[src/rtl/secs_pkg.sv]
package secs_pkg;
  localparam int DATA_W = 32;
  localparam int ADDR_W = 3;

  localparam logic [ADDR_W-1:0] A_SEC  = 3'd0;
  localparam logic [ADDR_W-1:0] A_ALM  = 3'd1;
  localparam logic [ADDR_W-1:0] A_STAT = 3'd2;
  localparam logic [ADDR_W-1:0] A_CTRL = 3'd3;
  localparam logic [ADDR_W-1:0] A_IEN  = 3'd4;

  localparam int ST_EN  = 0;
  localparam int ST_INV = 1;
  localparam int ST_OVF = 2;
  localparam int ST_ALM = 3;

  localparam int IE_ALM = 0;
  localparam int IE_OVF = 1;

  function automatic logic [DATA_W-1:0] pack_status(input logic en, input logic inv,
                                                    input logic ovf, input logic alm);
    logic [DATA_W-1:0] s;
    s = '0;
    s[ST_EN]  = en;
    s[ST_INV] = inv;
    s[ST_OVF] = ovf;
    s[ST_ALM] = alm;
    return s;
  endfunction
endpackage

[src/rtl/secs_bus.sv]
module secs_bus
  import secs_pkg::*;
#(
  parameter int CNT_W = 32
) (
  input  logic              clk,
  input  logic              rst_n,
  input  logic              wr_en,
  input  logic              rd_en,
  input  logic [ADDR_W-1:0] addr,
  input  logic [1:0]        wbits,
  input  logic [CNT_W-1:0]  sec_q,
  input  logic [CNT_W-1:0]  alarm_q,
  input  logic              inval_q,
  input  logic              ovf_q,
  input  logic              alarm_f_q,
  output logic              srst_q,
  output logic              srst_act,
  output logic              count_en_q,
  output logic [1:0]        ien_q,
  output logic              sec_wr,
  output logic              alm_wr,
  output logic              stat_wr,
  output logic [DATA_W-1:0] rdata
);
  logic ctrl_wr;
  logic ien_wr;

  // write strobes per register
  assign sec_wr   = wr_en && (addr == A_SEC);
  assign alm_wr   = wr_en && (addr == A_ALM);
  assign stat_wr  = wr_en && (addr == A_STAT);
  assign ctrl_wr  = wr_en && (addr == A_CTRL);
  assign ien_wr   = wr_en && (addr == A_IEN);

  // soft reset acts in the cycle it is written, then holds while the bit stays set
  assign srst_act = srst_q || (ctrl_wr && wbits[0]);

  always_ff @(posedge clk or negedge rst_n) begin
    if (!rst_n)       srst_q <= 1'b0;
    else if (ctrl_wr) srst_q <= wbits[0];
  end

  always_ff @(posedge clk or negedge rst_n) begin
    if (!rst_n) begin
      count_en_q <= 1'b0;
      ien_q      <= '0;
    end else if (srst_act) begin
      count_en_q <= 1'b0;
      ien_q      <= '0;
    end else begin
      if (stat_wr) count_en_q <= wbits[ST_EN];
      if (ien_wr)  ien_q      <= wbits;
    end
  end

  function automatic logic [DATA_W-1:0] rd_sel(input logic [ADDR_W-1:0] a);
    logic [DATA_W-1:0] v;
    case (a)
      A_SEC:   v = DATA_W'(sec_q);
      A_ALM:   v = DATA_W'(alarm_q);
      A_STAT:  v = pack_status(count_en_q, inval_q, ovf_q, alarm_f_q);
      A_CTRL:  v = DATA_W'(srst_q);
      A_IEN:   v = DATA_W'(ien_q);
      default: v = '0;
    endcase
    return v;
  endfunction

  // registered read port: value held until the next read strobe
  always_ff @(posedge clk or negedge rst_n) begin
    if (!rst_n)      rdata <= '0;
    else if (rd_en)  rdata <= rd_sel(addr);
  end
endmodule

[src/rtl/secs_core.sv]
module secs_core #(
  parameter int CNT_W = 32
) (
  input  logic             clk,
  input  logic             rst_n,
  input  logic             srst_act,
  input  logic             tick,
  input  logic             count_en,
  input  logic             sec_wr,
  input  logic             stat_wr,
  input  logic             alm_wr,
  input  logic [CNT_W-1:0] wdata,
  output logic [CNT_W-1:0] sec_q,
  output logic [CNT_W-1:0] alarm_q,
  output logic             inval_q,
  output logic             ovf_q,
  output logic             alarm_f_q,
  output logic             inc_ev,
  output logic             sec_wr_acc,
  output logic             wrap_ev,
  output logic             alarm_ev
);
  function automatic logic [CNT_W-1:0] next_count(input logic [CNT_W-1:0] x);
    return x + CNT_W'(1);
  endfunction

  function automatic logic at_top(input logic [CNT_W-1:0] x);
    return &x;
  endfunction

  function automatic logic may_count(input logic en, input logic inv, input logic ovf);
    return en && !inv && !ovf;
  endfunction

  // a bus write to seconds or status in the tick cycle takes priority
  assign inc_ev     = tick && may_count(count_en, inval_q, ovf_q) && !srst_act
                      && !sec_wr && !stat_wr;
  assign sec_wr_acc = sec_wr && !count_en && !srst_act;
  assign wrap_ev    = inc_ev && at_top(sec_q);
  assign alarm_ev   = inc_ev && (sec_q == alarm_q);

  always_ff @(posedge clk or negedge rst_n) begin
    if (!rst_n) begin
      sec_q   <= '0;
      inval_q <= 1'b1;
      ovf_q   <= 1'b0;
    end else if (srst_act) begin
      sec_q   <= '0;
      inval_q <= 1'b1;
      ovf_q   <= 1'b0;
    end else if (sec_wr_acc) begin
      sec_q   <= wdata;
      inval_q <= 1'b0;
      ovf_q   <= 1'b0;
    end else if (inc_ev) begin
      sec_q <= next_count(sec_q);
      if (wrap_ev) ovf_q <= 1'b1;
    end
  end

  always_ff @(posedge clk or negedge rst_n) begin
    if (!rst_n) begin
      alarm_q   <= '0;
      alarm_f_q <= 1'b0;
    end else if (srst_act) begin
      alarm_q   <= '0;
      alarm_f_q <= 1'b0;
    end else if (alm_wr) begin
      alarm_q   <= wdata;
      alarm_f_q <= 1'b0;
    end else if (alarm_ev) begin
      alarm_f_q <= 1'b1;
    end
  end
endmodule

[src/rtl/secs_irq.sv]
module secs_irq
  import secs_pkg::*;
(
  input  logic       alarm_f,
  input  logic       ovf,
  input  logic [1:0] ien,
  output logic       irq
);
  logic [1:0] src;
  assign src[IE_ALM] = alarm_f;
  assign src[IE_OVF] = ovf;
  assign irq = |(src & ien);
endmodule

[src/rtl/secs_alarm_ctr.sv]
module secs_alarm_ctr
  import secs_pkg::*;
#(
  parameter int CNT_W = 32
) (
  input  logic              clk,
  input  logic              rst_n,
  input  logic              tick,
  input  logic              wr_en,
  input  logic              rd_en,
  input  logic [ADDR_W-1:0] addr,
  input  logic [DATA_W-1:0] wdata,
  output logic [DATA_W-1:0] rdata,
  output logic              irq
);
  logic             srst_q, srst_act, count_en_q;
  logic [1:0]       ien_q;
  logic             sec_wr, alm_wr, stat_wr;
  logic [CNT_W-1:0] sec_q, alarm_q;
  logic             inval_q, ovf_q, alarm_f_q;
  logic             inc_ev, sec_wr_acc, wrap_ev, alarm_ev;

  secs_bus #(.CNT_W(CNT_W)) u_bus (
    .clk(clk), .rst_n(rst_n), .wr_en(wr_en), .rd_en(rd_en), .addr(addr),
    .wbits(wdata[1:0]), .sec_q(sec_q), .alarm_q(alarm_q), .inval_q(inval_q),
    .ovf_q(ovf_q), .alarm_f_q(alarm_f_q), .srst_q(srst_q), .srst_act(srst_act),
    .count_en_q(count_en_q), .ien_q(ien_q), .sec_wr(sec_wr), .alm_wr(alm_wr),
    .stat_wr(stat_wr), .rdata(rdata)
  );

  secs_core #(.CNT_W(CNT_W)) u_core (
    .clk(clk), .rst_n(rst_n), .srst_act(srst_act), .tick(tick),
    .count_en(count_en_q), .sec_wr(sec_wr), .stat_wr(stat_wr), .alm_wr(alm_wr),
    .wdata(wdata[CNT_W-1:0]), .sec_q(sec_q), .alarm_q(alarm_q), .inval_q(inval_q),
    .ovf_q(ovf_q), .alarm_f_q(alarm_f_q), .inc_ev(inc_ev), .sec_wr_acc(sec_wr_acc),
    .wrap_ev(wrap_ev), .alarm_ev(alarm_ev)
  );

  secs_irq u_irq (
    .alarm_f(alarm_f_q), .ovf(ovf_q), .ien(ien_q), .irq(irq)
  );
endmodule

[config.mk]
export PLATFORM = sky130hd
export DESIGN_NAME = secs_alarm_ctr
export DESIGN_NICKNAME = d
export VERILOG_FILES = /design/src/rtl/secs_pkg.sv /design/src/rtl/secs_bus.sv /design/src/rtl/secs_core.sv /design/src/rtl/secs_irq.sv /design/src/rtl/secs_alarm_ctr.sv
export SDC_FILE = /design/constraint.sdc
export NUM_CORES = 1
export LEC_CHECK = 0
export ABC_AREA = 1
export BUFFER_PORTS_ARGS = -buffer_cell sky130_fd_sc_hd__clkbuf_2
export CORE_MARGIN = 1.5
export CORE_UTILIZATION = 63
export DETAILED_ROUTE_END_ITERATION = 8
export GPL_TIMING_DRIVEN = 0
export HOLD_SLACK_MARGIN = 0.08
export PLACE_DENSITY = 0.85
export SLEW_MARGIN = 20
export SYNTH_ARGS = -nofsm -noshare
export SYNTH_HDL_FRONTEND = slang
export SYNTH_SLANG_ARGS = --single-unit
export TNS_END_PERCENT = 30
[constraint.sdc]
create_clock -name clk -period 3.7 [get_ports clk]
set_input_delay 0.37 -clock clk [delete_from_list [all_inputs] [get_ports clk]]
set_output_delay 0.37 -clock clk [all_outputs]
set_load 0.1 [all_outputs]
==> results of run 1 <==
cells by family (layout without fill, tap and decap cells):
family | Yosys count | count (layout) | synth area share
AOI/OAI and AO/OA | 124 | 124 | 0.115
buffers and inverters | 124 | 213 | 0.0857
adders and majority gates | 1 | 1 | 0.00206
DFF | 103 | 103 | 0.424
muxes | 28 | 28 | 0.0518
and+or+nand+nor | 399 | 399 | 0.283
xor gates and xnor gates | 27 | 27 | 0.0388
cell usage in the layout (no fill, tap or decap), types with 5 or more instances in the layout:
cell,instances
o22ai_1,32
clkbuf_2,72
buf_2,6
inv_1,91
o21ai_0,55
xor2_1,14
nand3_1,64
o21ai_1,14
nand4_1,5
dfrtp_1,102
clkbuf_8,11
nand2_1,230
nor2_1,74
xnor2_1,13
clkbuf_1,13
o211ai_1,15
a21oi_1,7
mux2_2,28
worst min-delay path by stage:
stage / to / slack [ns] / depth (start not counted)
finish: u_core.sec_q[17] / 0.22 / 3
global route: u_core.sec_q[17] / 0.23 / 3
CTS: u_core.sec_q[17] / 0.21 / 3
detailed placement: u_bus.srst_q / 0.34 / 1
global placement: u_bus.ien_q[0] / 0.47 / 2
floorplan: u_bus.count_en_q / 0.07 / 0
state kept, by name, indices dropped and copies added (netlist names):
register / flops
u_core.inval_q: 1
u_core.sec_q: 32
u_bus.rdata: 32
u_core.alarm_f_q: 1
u_bus.ien_q: 2
u_core.alarm_q: 32
u_core.ovf_q: 1
u_bus.srst_q: 1
u_bus.count_en_q: 1
layer usage:
layer / track usage / vias to the layer above / share of wire
li1: - / 2781 / -
met1: 0.518 / 2802 / 0.41
met2: 0.642 / 343 / 0.47
met3: 0.0801 / 58 / 0.087
met4: 0.173 / 0 / 0.036
met5: 0 / - / 0
cell type report:
class                   count  area share
flip-flops and latches    103       0.377
clock inverters             6     0.00877
repair buffers             73      0.0587
multi-input cells         579       0.436
well taps                 129      0.0236
clock buffers              10      0.0201
plain buffers              30      0.0239
inverters                  94      0.0523
power by group through the flow:
stage	Clock [mW]	Combinational, mW	Sequential (mW)
after floorplan	0	0.365	1.34
final	0.728	0.677	1.27
after CTS	0.726	0.663	1.26
after global placement	0	0.640	1.28
after detailed placement	0	0.659	1.28
after global routing	0.764	0.730	1.28
worst reg2reg max path, cell delays in order, from the launching register on:
cell and delay (ns):
dfrtp_1 0.44, ha_1 0.28, nand3_2 0.14, nor2_4 0.25, nand3_1 0.19, nor3_1 0.34, nand3_1 0.18, a21oi_1 0.16
metrics by stage:
step | power (mW) | cell area, sq um | utilization | worst slack, ns | std cells
6_report | 2.67 | 6850 | 0.738 | 1.65 | 1024
5_1_grt | 2.77 | 6850 | 0.738 | 1.56 | 1024
4_1_cts | 2.65 | 6850 | 0.738 | 1.68 | 1024
3_5_place_dp | 1.94 | 6640 | 0.715 | 1.46 | 1007
3_3_place_gp | 1.92 | 6600 | 0.711 | 0.922 | 1006
2_1_floorplan | 1.70 | 6090 | - | 1.46 | 806
==> run_results.csv, run 1 <==
group,metric,value,unit
yosys,synthTopCellsByCount,"230 x nand2_1, 102 x dfrtp_1, 91 x inv_1",
global_route,antenna_found_initial,0,
yosys,ys_warn_count,0,
pwr,p_int,1.66,mW
yosys,ys_ff_latch,103,
critical_path,criticalPathCategory,"flop to flop",
critical_path,path_buf_inv,0,
critical_path,cp.depth,7,
finish,nFillCells,754,
yosys,syn_avg_cell_area,7.55,sq um
routing,drcViolationCount,0,
routing,wl_per_cell,18.7,microns
finish,final_nets,931,
critical_path,path_delay_family,"simple AND/OR/NAND/NOR gates",
pwr,p_sw,1.01,mW
die,initial_core_util,0.656,
finish,diodes,0,
routing,drtIter0Drc,530,
yosys,synth_cell_types,37,
sta,maxSlewViolCount,0,
sta,finalHoldWorstSlack,0.220,ns
clocking,clock_sinks,103,
global_route,first_global_vias,5799,
clocking,clk_latency,0.39,ns
yosys,ys_top_cells_by_area,"dfrtp_1 42%, nand2_1 14%, inv_1 5.6%",
yosys,synth_seq_area_share,0.424,
yosys,synth_top_area_frac,0.419,
sta,period_share,0.555,
routing,wirelength,19200,microns
hold_path,hp-start,"wdata[17]",
pwr,power_leakage,3.21,nW
yosys,yosys.area.top_type,"dfrtp_1",
critical_path,path_cells,"ha_1 > nand3_2 > nor2_4 > nand3_1 > nor3_1 > nand3_1 > a21oi_1",
critical_path,critPathMostFrequentCell,"nand3_1",
placement,gp_congestion,1.00,
finish,drive_gt1_frac,0.171,
yosys,ys.flop_type,"dfrtp_1",
die,num_rows,35,
placement,dpl.hpwl,14600,microns
yosys,async_reset_ff_frac,1.00,
critical_path,rr_worst_depth,7,
global_route,grt_pass1_wl,30300,microns
die,die_w,101,microns
die,dieArea,10300,sq um
yosys,yosys.cell_count.top_type,"nand2_1",
clocking,cts_tree,"built",
sta,period_needed,2.05,ns
pwr,p_clk_frac,0.272,
sta,hold_viol_final,0,
critical_path,start_kind,"flop",
critical_path,cp-endpoint,"u_core.ovf_q",
yosys,syn_nets,847,
placement,portBuffers,71,
global_route,grt-ovfl-total,0,
sta,worst_pin_slew,0.707,ns
sta,relSlewSlack,0.528,
die,chipHeight,101,microns
sta,tns,0,ns
critical_path,timing.rr.end,"u_core.ovf_q",
clocking,htree_levels,3,
status,status,"complete, no violations",
finish,regArea,2580,sq um
routing,viasPerCell,5.84,
routing,num_vias,5984,
critical_path,crit_fanout,6,
clocking,postCtsSetupBuffers,0,
pwr,pwr-share-seq,0.474,
yosys,syn_area,6090,sq um
clocking,clk_pin_slew,0.11,ns
critical_path,worstPathRequired,4.01,ns
yosys,synth_edf_count,0,
pwr,p_per_area,390,nW/um^2
routing,ant_nets,0,
critical_path,crit_path_end_kind,"flop",
finish,multiInputGateArea,2990,sq um
critical_path,crit_path_start,"u_core.sec_q[0]",
critical_path,cp_slowest_cell,"dfrtp_1",
hold_path,hold_class,"input port to flop",
global_route,track_usage,0.396,
clocking,clockBufferDepth,2,
die,core_area,9280,sq um
pwr,irDropWorstVdd,374,uV
clocking,hold_buffers,1,
clocking,numCtsBuffers,9,
finish,areaGrowthSynthToFinish,12.5,%
yosys,syn_inst,806,
critical_path,reg2reg_slack,1.65,ns
clocking,clockRootBuffer,"clkbuf_8",
die,boundaryPins,73,
sta,setup_viol,0,
clocking,post_cts_resized,0,
sta,fmax,487,MHz
sta,fin_skew,0.0115,ns
global_route,grt_max_degree,58,
critical_path,cp.arrival,2.37,ns
sta,rsz0062_at_grt,"false",
critical_path,timing.rr.start,"u_core.sec_q[0]",
job,maxCapViolCount,0,
routing,drt-pass1-iter-count,5,
pwr,sw_frac_of_total,0.378,
critical_path,slowest_delay,0.44,ns
pwr,combPwrFrac,0.253,
(Power assumes the default switching activity.)
==> run 2, diff against run 1 <==
- CORE_UTILIZATION: 63 -> 53
- PLACE_DENSITY: 0.85 -> 0.77
- clock period: 3.7 -> 1.8 ns (I/O delays scaled with it)
==> run_results.csv, run 2 (synthesis gave the netlist of run 1 again) <==
group,metric,value,unit
sta,fin_skew,0.00770,ns
critical_path,critPathMostFrequentCell,"nand2_1",
critical_path,start_kind,"flop",
global_route,first_global_vias,5672,
clocking,cts_tree,"built",
global_route,track_usage,0.334,
clocking,clk_latency,0.36,ns
critical_path,path_cells,"nand2_1 > nor2_2 > nand2_1 > nor2_2 > nand2_1 > nand2_1 > nand3_1 > o211ai_1 > nand2_1",
die,initial_core_util,0.552,
routing,wirelength,19000,microns
global_route,grt_max_degree,56,
global_route,grt-ovfl-total,0,
die,die_w,110,microns
finish,final_nets,946,
sta,period_needed,1.76,ns
pwr,p_total,6.05,mW
finish,layout_common_cells,"230 x nand2_1, 97 x dfrtp_1, 90 x inv_1",
die,dieArea,12100,sq um
critical_path,cp_slowest_cell,"dfrtp_1",
status,status,"complete, no violations",
placement,dpl.hpwl,14200,microns
finish,top_regs,"u_bus.rdata x32, u_core.alarm_q x32, u_core.sec_q x32",
finish,drive_gt1_frac,0.192,
routing,ant_nets,0,
die,chipHeight,110,microns
placement,gp_congestion,0.950,
sta,finalHoldWorstSlack,0.0807,ns
finish,areaGrowthSynthToFinish,18.2,%
finish,diodes,0,
clocking,numCtsBuffers,9,
sta,setup_slack,0.0449,ns
die,core_area,11000,sq um
sta,period_share,0.975,
placement,dp_slack,-0.206,ns
clocking,clock_sinks,103,
sta,relSlewSlack,0.483,
sta,maxSlewViolCount,0,
placement,portBuffers,71,
routing,drtIter0Drc,571,
pwr,power_leakage,3.30,nW
pwr,irDropWorstVdd,793,uV
routing,viasPerCell,5.62,
routing,drcViolationCount,0,
critical_path,criticalPathCategory,"flop to flop",
critical_path,slowest_delay,0.45,ns
placement,place_inst,1018,
critical_path,crit_path_end_kind,"flop",
finish,final_cells,1050,
critical_path,worstPathRequired,2.05,ns
critical_path,cp.arrival,2.00,ns
job,maxCapViolCount,0,
finish,utilization,0.652,
routing,drt-pass1-iter-count,5,
critical_path,crit_fanout,5,
die,boundaryPins,73,
clocking,clockBufferDepth,2,
sta,worst_pin_slew,0.775,ns
clocking,clk_pin_slew,0.07,ns
clocking,htree_levels,3,
global_route,grt_pass1_wl,29600,microns
global_route,antenna_found_initial,0,
routing,wl_per_cell,18.1,microns
sta,fmax,570,MHz
sta,setup_viol,0,
clocking,clockRootBuffer,"clkbuf_16",
sta,hold_viol_final,0,
finish,final_common_cell,"nand2_1",
hold_path,hold_class,"input port to flop",
pwr,p_per_area,840,nW/um^2
routing,num_vias,5906,
die,num_rows,38,
==> run 2: cell count changes in the layout (fill, tap and decap cells not counted), sizes merged, moves of 2 or more <==
cell	change
dlygate4sd3	+14
buf	+2
inv	-5
clkbuf	-2
clkinvlp	+4
==> run 2: final cells by class <==
cell class | count | area, sq um
tap | 140 | 175
buffer | 28 | 160
inverter | 94 | 358
multi-input combinational | 579 | 3060
sequential | 103 | 2580
fill | 1004 | 3830
clock inverter | 7 | 73.8
clock buffer | 9 | 225
timing repair buffer | 90 | 564
==> run 2: layer usage <==
metal,part of all wire,routed length (microns),GRT usage
met1,0.44,8330,0.451
met2,0.47,8890,0.541
met3,0.074,1400,0.0570
met4,0.022,424,0.118
met5,0,0,0
==> run 2: worst paths after layout <==
| path | from | end | slack, ns | depth (start not counted) |
|---|---|---|---|---|
| setup / recovery | u_core.sec_q[6] | u_core.sec_q[26] | 0.04 | 9 |
| hold / removal | wdata[20] | u_core.sec_q[20] | 0.08 | 3 |
| setup reg to reg | u_core.sec_q[6] | u_core.sec_q[26] | 0.04 | 9 |
| hold reg to reg | u_bus.ien_q[0] | u_bus.ien_q[0] | 0.51 | 2 |
| max in group asynchronous | rst_n | u_core.sec_q[4] | 0.86 | 3 |
| min in group asynchronous | rst_n | u_bus.rdata[1] | 0.32 | 2 |
==> run 2: worst max-delay path, delay by kind of cell, from the launching register on <==
family	cells	cell delay, ns
flops	1	0.45
compound gates	1	0.08
simple gates	8	1.11
==> run 2: stage by stage <==
step / TNS, ns / cell area (sq um)
CTS: 0 / 7130
global route: -0.0119 / 7200
global placement: -94.42 / 6620
finish: 0 / 7200
detailed placement: -5.99 / 6660
floorplan: 0 / 6090
==> run 2: where the power goes <==
part	switching (mW)	total (mW)	internal, mW	leakage (nW)
Sequential	0.159	2.62	2.46	1.41
Combinational	1.01	1.42	0.411	1.76
Clock	0.933	2.01	1.08	0.134
==> run 2: what timing repair did <==
item,CTS,global route
gates resized for setup,5,20
endpoints found under the hold margin,63,0
hold buffers,15,0
setup buffers,1,2
pin swaps,1,2
setup endpoints to repair,8,21
